## config.mk

```make
export PLATFORM = sky130hd
export DESIGN_NAME = irq_agg
export DESIGN_NICKNAME = d
export VERILOG_FILES = /design/src/rtl/irq_agg_pkg.sv /design/src/rtl/irq_sync.sv /design/src/rtl/irq_bank.sv /design/src/rtl/irq_regif.sv /design/src/rtl/irq_agg.sv
export SDC_FILE = /design/constraint.sdc
export NUM_CORES = 1
export LEC_CHECK = 0
export ABC_AREA = 1
export ABC_CLOCK_PERIOD_IN_PS = 900
export BUFFER_PORTS_ARGS = -buffer_cell sky130_fd_sc_hd__buf_2
export CORE_ASPECT_RATIO = 1.5
export CORE_MARGIN = 1.5
export CORE_UTILIZATION = 50
export CTS_CLUSTER_SIZE = 16
export DETAILED_ROUTE_END_ITERATION = 7
export PLACE_DENSITY = 0.74
export SLEW_MARGIN = 40
export SYNTH_ARGS = -nofsm -noshare
export SYNTH_HDL_FRONTEND = slang
export SYNTH_SLANG_ARGS = --single-unit
```

## constraint.sdc

```tcl
create_clock -name clk_i -period 0.9 [get_ports clk_i]
set_clock_uncertainty 0.15 [all_clocks]
set_input_delay 0.135 -clock clk_i [delete_from_list [all_inputs] [get_ports clk_i]]
set_output_delay 0.135 -clock clk_i [all_outputs]
set_load 0.03 [all_outputs]
```

## src/rtl/irq_agg_pkg.sv

```systemverilog
package irq_agg_pkg;
  localparam int DEF_BANK_W    = 8;
  localparam int DEF_NUM_BANKS = 3;
  localparam int DEF_LEVEL_SRC = 12;
  localparam int DEF_SYNC_STG  = 2;

  // low address bit selects register kind inside a bank
  typedef enum logic {
    REG_STATUS = 1'b0,
    REG_MASK   = 1'b1
  } reg_kind_e;
endpackage

```

## src/rtl/irq_sync.sv

```systemverilog
module irq_sync #(
  parameter int WIDTH  = 24,
  parameter int STAGES = 2
) (
  input  logic             clk_i,
  input  logic             rst_ni,
  input  logic [WIDTH-1:0] req_i,
  output logic [WIDTH-1:0] sync_o,
  output logic [WIDTH-1:0] rise_o
);
  logic [STAGES-1:0][WIDTH-1:0] sh_q;
  logic [WIDTH-1:0]             prev_q;

  always_ff @(posedge clk_i or negedge rst_ni) begin
    if (!rst_ni) begin
      sh_q   <= '0;
      prev_q <= '0;
    end else begin
      sh_q[0] <= req_i;
      for (int s = 1; s < STAGES; s++) sh_q[s] <= sh_q[s-1];
      prev_q <= sh_q[STAGES-1];
    end
  end

  assign sync_o = sh_q[STAGES-1];
  assign rise_o = sh_q[STAGES-1] & ~prev_q;
endmodule

```

## src/rtl/irq_bank.sv

```systemverilog
module irq_bank #(
  parameter int BANK_W    = 8,
  parameter bit LEVEL_EN  = 1'b0,
  parameter int LEVEL_BIT = 0
) (
  input  logic              clk_i,
  input  logic              rst_ni,
  input  logic [BANK_W-1:0] sync_i,
  input  logic [BANK_W-1:0] rise_i,
  input  logic              mask_we_i,
  input  logic [BANK_W-1:0] wdata_i,
  input  logic              rd_clr_i,
  output logic [BANK_W-1:0] stat_o,
  output logic [BANK_W-1:0] mask_o,
  output logic [BANK_W-1:0] pend_o
);
  localparam logic [BANK_W-1:0] ONE_M  = {{(BANK_W-1){1'b0}}, 1'b1};
  localparam logic [BANK_W-1:0] LVL_M  = LEVEL_EN ? (ONE_M << LEVEL_BIT) : '0;
  localparam logic [BANK_W-1:0] EDGE_M = ~LVL_M;

  logic [BANK_W-1:0] stat_q, stat_d, mask_q, capt, keep;

  assign capt   = rise_i & mask_q;
  assign keep   = rd_clr_i ? '0 : stat_q;
  // edge bits: captured edge beats a concurrent clear; level bit tracks input
  assign stat_d = ((keep | capt) & EDGE_M) | (sync_i & LVL_M);

  always_ff @(posedge clk_i or negedge rst_ni) begin
    if (!rst_ni) begin
      stat_q <= '0;
      mask_q <= '0;
    end else begin
      stat_q <= stat_d;
      if (mask_we_i) mask_q <= wdata_i;
    end
  end

  assign stat_o = stat_q;
  assign mask_o = mask_q;
  assign pend_o = stat_q & mask_q;

  a_r4_clear_on_read: assert property (@(posedge clk_i) disable iff (!rst_ni)
    (rd_clr_i && ((rise_i & mask_q) == '0)) |=> ((stat_q & EDGE_M) == '0));

  a_r6_new_edge_kept: assert property (@(posedge clk_i) disable iff (!rst_ni)
    (rd_clr_i && ((rise_i & mask_q & EDGE_M) != '0))
      |=> ((stat_q & $past(rise_i & mask_q & EDGE_M)) == $past(rise_i & mask_q & EDGE_M)));

  a_r5_set_needs_capture: assert property (@(posedge clk_i) disable iff (!rst_ni)
    ((stat_q & ~$past(stat_q) & EDGE_M & ~$past(rise_i & mask_q)) == '0));

  if (LEVEL_EN) begin : g_lvl_chk
    a_r3_level_follows: assert property (@(posedge clk_i) disable iff (!rst_ni)
      stat_q[LEVEL_BIT] == $past(sync_i[LEVEL_BIT]));
  end
endmodule

```

## src/rtl/irq_regif.sv

```systemverilog
module irq_regif
  import irq_agg_pkg::*;
#(
  parameter int NUM_BANKS = 3,
  parameter int BANK_W    = 8,
  parameter int ADDR_W    = 3
) (
  input  logic [ADDR_W-1:0]                 addr_i,
  input  logic                              wr_en_i,
  input  logic                              rd_en_i,
  input  logic [NUM_BANKS-1:0][BANK_W-1:0]  stat_i,
  input  logic [NUM_BANKS-1:0][BANK_W-1:0]  mask_i,
  output logic [NUM_BANKS-1:0]              mask_we_o,
  output logic [NUM_BANKS-1:0]              rd_clr_o,
  output logic [BANK_W-1:0]                 rdata_o
);
  logic [ADDR_W-2:0]    bank_idx;
  reg_kind_e            kind;
  logic [NUM_BANKS-1:0] hit;

  assign bank_idx = addr_i[ADDR_W-1:1];
  assign kind     = reg_kind_e'(addr_i[0]);

  for (genvar b = 0; b < NUM_BANKS; b++) begin : g_dec
    assign hit[b]       = (bank_idx == (ADDR_W-1)'(b));
    assign mask_we_o[b] = wr_en_i & hit[b] & (kind == REG_MASK);
    assign rd_clr_o[b]  = rd_en_i & hit[b] & (kind == REG_STATUS);
  end

  always_comb begin
    rdata_o = '0;
    for (int b = 0; b < NUM_BANKS; b++) begin
      if (hit[b]) rdata_o = (kind == REG_MASK) ? mask_i[b] : stat_i[b];
    end
  end
endmodule

```

## src/rtl/irq_agg.sv

```systemverilog
module irq_agg
  import irq_agg_pkg::*;
#(
  parameter int NUM_BANKS = DEF_NUM_BANKS,
  parameter int BANK_W    = DEF_BANK_W,
  parameter int LEVEL_SRC = DEF_LEVEL_SRC,
  parameter int SYNC_STG  = DEF_SYNC_STG,
  localparam int NUM_SRC  = NUM_BANKS * BANK_W,
  localparam int ADDR_W   = $clog2(2 * NUM_BANKS)
) (
  input  logic               clk_i,
  input  logic               rst_ni,
  input  logic [NUM_SRC-1:0] req_i,
  input  logic [ADDR_W-1:0]  addr_i,
  input  logic               wr_en_i,
  input  logic               rd_en_i,
  input  logic [BANK_W-1:0]  wdata_i,
  output logic [BANK_W-1:0]  rdata_o,
  output logic               irq_o
);
  localparam logic [ADDR_W:0] NUM_REGS = (ADDR_W+1)'(2 * NUM_BANKS);

  logic [NUM_SRC-1:0]                sync, rise;
  logic [NUM_BANKS-1:0][BANK_W-1:0]  stat, mask, pend;
  logic [NUM_BANKS-1:0]              mask_we, rd_clr;
  logic                              irq_q;

  irq_sync #(.WIDTH(NUM_SRC), .STAGES(SYNC_STG)) u_sync (
    .clk_i, .rst_ni, .req_i, .sync_o(sync), .rise_o(rise)
  );

  irq_regif #(.NUM_BANKS(NUM_BANKS), .BANK_W(BANK_W), .ADDR_W(ADDR_W)) u_regif (
    .addr_i, .wr_en_i, .rd_en_i,
    .stat_i(stat), .mask_i(mask),
    .mask_we_o(mask_we), .rd_clr_o(rd_clr), .rdata_o
  );

  for (genvar b = 0; b < NUM_BANKS; b++) begin : g_bank
    irq_bank #(
      .BANK_W   (BANK_W),
      .LEVEL_EN ((LEVEL_SRC / BANK_W) == b),
      .LEVEL_BIT(LEVEL_SRC % BANK_W)
    ) u_bank (
      .clk_i, .rst_ni,
      .sync_i   (sync[b*BANK_W +: BANK_W]),
      .rise_i   (rise[b*BANK_W +: BANK_W]),
      .mask_we_i(mask_we[b]),
      .wdata_i,
      .rd_clr_i (rd_clr[b]),
      .stat_o   (stat[b]),
      .mask_o   (mask[b]),
      .pend_o   (pend[b])
    );
  end

  always_ff @(posedge clk_i or negedge rst_ni) begin
    if (!rst_ni) irq_q <= 1'b0;
    else         irq_q <= |pend;
  end

  assign irq_o = irq_q;

  a_r7_unused_reads_zero: assert property (@(posedge clk_i) disable iff (!rst_ni)
    ({1'b0, addr_i} >= NUM_REGS) |-> (rdata_o == '0));

  a_r7_status_write_no_mask: assert property (@(posedge clk_i) disable iff (!rst_ni)
    (wr_en_i && !addr_i[0]) |=> $stable(mask));
endmodule

```

==> results of run 1 <==
path summary, 6_finish.rpt:
check                                           startpoint                    endpoint  slack [ns]  cells after the start
worst max-delay path            g_bank[1].u_bank.stat_o[2]                  rdata_o[2]       -0.84                      5
worst min-delay path                                rst_ni           u_sync.sync_o[20]      -0.009                      2
worst max register to register  g_bank[1].u_bank.mask_o[2]                       irq_o       -0.49                      7
worst min register to register             u_sync.sh_q[12]           u_sync.sync_o[12]        0.19                      0
max in group asynchronous                           rst_ni              u_sync.sh_q[6]        0.18                      3
min in group clk_i                                 rd_en_i  g_bank[1].u_bank.stat_o[1]        0.01                      4
layer usage:
metal,vias to the layer above,track usage,wire [microns]
li1,1632,-,-
met3,79,0.08062,865
met4,0,0.1382,743
met1,1836,0.2845,4603
met5,-,0,0
met2,226,0.4209,6424
layout make-up:
| cell class | instances | area (sq um) | area share |
|---|---|---|---|
| inverter | 44 | 175.2 | 0.02564 |
| timing repair buffer | 164 | 1491 | 0.2183 |
| clock buffer | 21 | 470.5 | 0.06886 |
| tap | 107 | 133.9 | 0.01960 |
| clock inverter | 9 | 147.6 | 0.02161 |
| multi-input combinational | 224 | 1410 | 0.2064 |
| sequential | 120 | 3003 | 0.4396 |
registers in the layout (all words and copies together) (netlist names):
name / flops
g_bank.u_bank.mask_o: 24
g_bank.u_bank.stat_o: 24
u_sync.prev_q: 23
u_sync.sync_o: 24
irq_o: 1
u_sync.sh_q: 24
Yosys cell counts:
cell and instances:
nor2_8 1, buf_4 1, nor2_1 23, inv_4 1
nor2_4 1, buf_6 3, nand2_4 3, o211ai_1 21
o21ai_2 8, inv_2 2, dfrtp_1 120, nor3_4 1
nor3_2 1, nand2_1 101, a21oi_1 2, nand3_1 8
clkbuf_1 1, inv_1 41, o21ai_1 16, nand4_1 2
o21ai_0 26, nand2_2 1, buf_2 4, nand3b_1 9
power by group through the flow:
| stage | Combinational, mW | Clock, mW | Sequential, mW |
|---|---|---|---|
| global route | 4.23 | 7.44 | 6.70 |
| floorplan | 1.25 | 0 | 6.49 |
| global placement | 2.27 | 0 | 6.57 |
| detailed placement | 2.34 | 0 | 6.59 |
| finish | 3.98 | 7.09 | 6.64 |
| CTS | 3.12 | 7.14 | 6.52 |
logic make-up after synthesis:
logic type,synth area share
and+or+nand+nor,0.1564
DFF,0.6877
AOI/OAI and AO/OA,0.1026
buffers and inverters,0.05330
through the flow:
| step | worst slack (ns) | utilization |
|---|---|---|
| finish | -0.8450 | 0.8071 |
| global route | -0.8676 | 0.8071 |
| CTS | -0.7475 | 0.7641 |
| detailed placement | -0.4614 | 0.6136 |
| global placement | -0.4461 | 0.6136 |
| floorplan | -0.1702 | - |
repair_timing:
action / in CTS / in global routing
pin swaps: 17 / 33
endpoints found under the setup margin: 43 / 55
gates resized for setup: 75 / 97
hold buffers: 33 / 0
buffers inserted: 24 / 31
hold endpoints to repair: 171 / 0
worst max-delay path, cell delays in order, from the launching register on:
cell,delay (ns)
dfrtp_1,0.40
inv_1,0.09
a21oi_1,0.08
o21ai_1,0.18
nand3_2,0.12
buf_6,0.16
==> run summary, run 1 <==
Area contributors post-synth: dfrtp_1 (69%), nand2_1 (8.7%), o211ai_1 (3.6%)
RSZ-0062 raised after global routing: true
Worst-Skew Late Latency: 0.42 ns
drt total wl: 12640 microns
failing checks: hold timing, setup timing
Least-Margin Pin Slew: 0.3640 ns
DRC Markers: 0
clk slew on worst S/H paths: 0.05 ns
Sw Pwr: 4.778 mW
largest net degree at the start of global routing: 28
Period Utilization, post-route: 1.939
Tmin final: 1.745 ns
number of global-route vias before repair: 3706
status: finished, violations left
Internal Dissipation: 12.93 mW
final setup TNS: -10.74 ns
hold_ws: -0.009328 ns
leak pwr: 3.311 nW
ANT nets after route: 0
CTS root buffer: clkbuf_16
final hold viol count: 10
grt ovf: 0
CP Capture Type: primary output
most common cell after layout, fill and taps aside: dfrtp_1
Via Count: 3773
Synth Register Bits: 120
Clock Tree Buf Depth: 2
DIE WIDTH: 79.31 microns
Critical Path Source Type: flop
Layout area overhead: 56.45%
gr usage total: 0.2535
Syn Area/Cell: 11.00 sq um
Die Y: 117.5 microns
Ant. Diodes: 0
Clock power frac: 0.400
Post-DP Area: 0.005194 sq mm
yosys synthesis warning count: 0
Placed Cells incl. Taps: 593
Vias/cell: 5.476
power per cell area: 2592 mW/mm^2
post-synth top area cell: dfrtp_1
first-pass GRT wire length: 17400 microns
commonest cells after routing, fill and taps aside: dfrtp_1 (120), nand2_1 (65), buf_6 (52)
GP Congestion: 0.8907
Iter 0 DRT Violations: 319
Pwr Total: 17.71 mW
fin worst setup slack: -0.8450 ns
Comb power frac: 0.225
fmax: 0.5731 GHz
drt pass-1 iters: 5
worst-path fanout max: 2
Finished Layout Cells: 689
post-synth top area share: 0.6877
total CTS buffers: 17
Synth Cell Area: 0.004367 sq mm
Sink Count: 120
Starting Density: 0.5159
Seq/Total Area, Yosys: 0.6877
peak supply drop: 1.812 mV
Hold Path Class: primary input to asynchronous set/reset pin
# Max-Cap Violations: 0
Sw Ratio: 0.2698
sequential share of power: 0.375
Port Buffers: 47
Core Rows: 41
post-route design area: 0.006832 sq mm
Synth Instances: 397
post-DP HPWL: 6322 microns
H-tree levels: 4
core area: 0.008464 sq mm
Layout fillers: 438
Setup CP Type: flop to primary output
final-report setup violation count: 55
layout net count: 610
Die ar.: 0.009315 sq mm
CP arrival: 1.46 ns
I/O pin cnt: 48
CTS tree: done
Syn Nets: 436
Wirelength per Cell: 18.34 microns
layout cell share with drive strength beyond 1: 0.4656
Distinct cells, synth: 24
max-slew violation count: 0
worst path required time: 0.61 ns
Worst slew margin: 0.7564
initial antenna violation count: 0
No activity file was read; power rests on OpenSTA's default activity.
==> inputs of run 2 (changes only) <==
Settings changed: CORE_UTILIZATION 50 to 52, CTS_CLUSTER_SIZE 16 to 20, PLACE_DENSITY 0.74 to 0.77, RECOVER_POWER set to 100.
==> run summary, run 2 (synthesis results as in run 1) <==
Sw Ratio: 0.2841
H-tree levels: 4
gr usage total: 0.2649
Least-Margin Pin Slew: 0.4439 ns
CP Capture Type: primary output
final hold viol count: 0
fmax: 0.5717 GHz
drt total wl: 12120 microns
most common cell after layout, fill and taps aside: dfrtp_1
Setup CP Type: flop to primary output
number of global-route vias before repair: 3653
register area: 0.003003 sq mm
slowest stage cell, crit path: dfrtp_1
Hold Path Class: primary input to flop
Vias/cell: 5.411
utilization after layout: 0.8199
Ant. Diodes: 0
Comb power frac: 0.224
final-report setup violation count: 54
power per cell area: 2456 mW/mm^2
DIE WIDTH: 77.82 microns
Sink Count: 120
pre-CTS setup slack: -0.4482 ns
Worst-Skew Late Latency: 0.41 ns
critical path, cell by cell: inv_2 -> nand2_2 -> o211ai_1 -> nand3_2 -> buf_6
sequential share of power: 0.408
worst-path fanout max: 2
clk slew on worst S/H paths: 0.05 ns
Die ar.: 0.008967 sq mm
layout net count: 600
peak supply drop: 1.838 mV
failing checks: setup timing
fin worst setup slack: -0.8493 ns
Die Y: 115.2 microns
GP Congestion: 0.8519
# Max-Cap Violations: 0
first-pass GRT wire length: 17530 microns
Sw Pwr: 4.610 mW
Period Utilization, post-route: 1.944
Port Buffers: 47
leak pwr: 3.195 nW
drt pass-1 iters: 5
CP startpoint: g_bank[2].u_bank.stat_o[5]
RSZ-0062 raised after global routing: true
CTS tree: done
initial antenna violation count: 0
Layout fillers: 382
Crit path largest cell delay: 0.39 ns
max-slew violation count: 0
Iter 0 DRT Violations: 289
Worst slew margin: 0.7041
worst r2r src: g_bank[0].u_bank.mask_o[0]
total CTS buffers: 17
commonest cells after routing, fill and taps aside: dfrtp_1 (120), nand2_1 (74), buf_6 (47)
worst path required time: 0.61 ns
Layout area overhead: 51.29%
CP arrival: 1.46 ns
DRC Markers: 0
Internal Dissipation: 11.62 mW
ANT nets after route: 0
Wirelength per Cell: 17.85 microns
CTS root buffer: clkbuf_16
core area: 0.008058 sq mm
I/O pin cnt: 48
Starting Density: 0.5419
Core Rows: 40
status: finished, violations left
Clock Tree Buf Depth: 2
Hold Crit Start: rd_en_i
area taken by multi-input logic gates: 0.001385 sq mm
grt ovf: 0
largest net degree at the start of global routing: 37
hold_ws: 0.03122 ns
Via Count: 3674
layout cell share with drive strength beyond 1: 0.4355
Clock power frac: 0.368
Tmin final: 1.749 ns
Critical Path Source Type: flop
post-DP HPWL: 6268 microns
[run 2: changes by cell type in the layout (fill, tap and decap cells not counted), sizes merged]
cell / delta
buf: -12
bufinv: -4
clkinvlp: +1
clkbuf: +4
clkinv: +3
[run 2: worst max-delay path: cells and delay by family (launching register included)]
kind                   cells  cell delay, ns
buffers and inverters      2            0.25
AND/OR/NAND/NOR            2            0.22
AO/OA/AOI/OAI              1            0.18
flip-flops                 1            0.39
[run 2: path summary, 6_finish.rpt]
| path | slack, ns | end | depth (start not counted) |
|---|---|---|---|
| min in group asynchronous | 0.06 | u_sync.sh_q[18] | 2 |
| worst max-delay path | -0.85 | rdata_o[5] | 5 |
| worst max register to register | -0.51 | irq_o | 7 |
| worst min-delay path | 0.03 | g_bank[1].u_bank.stat_o[1] | 4 |
| max in group asynchronous | 0 | g_bank[0].u_bank.stat_o[5] | 3 |
| worst min register to register | 0.19 | u_sync.sync_o[14] | 0 |
[run 2: power by group through the flow]
stage / combinational [mW] / clock [mW] / sequential, mW
after floorplan: 1.25 / 0 / 6.49
after global placement: 2.20 / 0 / 6.56
after detailed placement: 2.28 / 0 / 6.59
after CTS: 3.07 / 5.96 / 6.51
after global routing: 3.89 / 6.31 / 6.67
final: 3.63 / 5.98 / 6.62
[run 2: through the flow]
step / total power, mW / cells / TNS (ns) / cell area [sq um]
after floorplan: 7.737 / 397 / -3.601 / 4479
after global placement: 8.755 / 588 / -18.00 / 5156
after detailed placement: 8.864 / 588 / -18.93 / 5156
after CTS: 15.53 / 676 / -7.986 / 6351
after global routing: 16.88 / 679 / -23.01 / 6606
final: 16.23 / 679 / -9.849 / 6606
[run 2: metal layers]
metal | GRT usage | vias to the layer above | routed length [microns]
met5 | 0 | - | 0
li1 | - | 1613 | -
met3 | 0.08254 | 65 | 793
met2 | 0.4423 | 213 | 6202
met4 | 0.1321 | 0 | 583
met1 | 0.3088 | 1783 | 4543
[run 2: cell type report]
class | count | share of cell area
inverters | 44 | 0.02689
multi-input cells | 224 | 0.2097
repair buffers | 154 | 0.2091
flip-flops and latches | 120 | 0.4545
clock inverters | 9 | 0.007576
clock buffers | 23 | 0.07235
well taps | 105 | 0.01989
[run 2: repair_timing]
action,CTS,global route
pin swaps,15,16
endpoints found under the hold margin,169,0
setup buffers,26,16
setup endpoints to repair,41,55
hold buffers,33,0
gates resized for setup,72,80
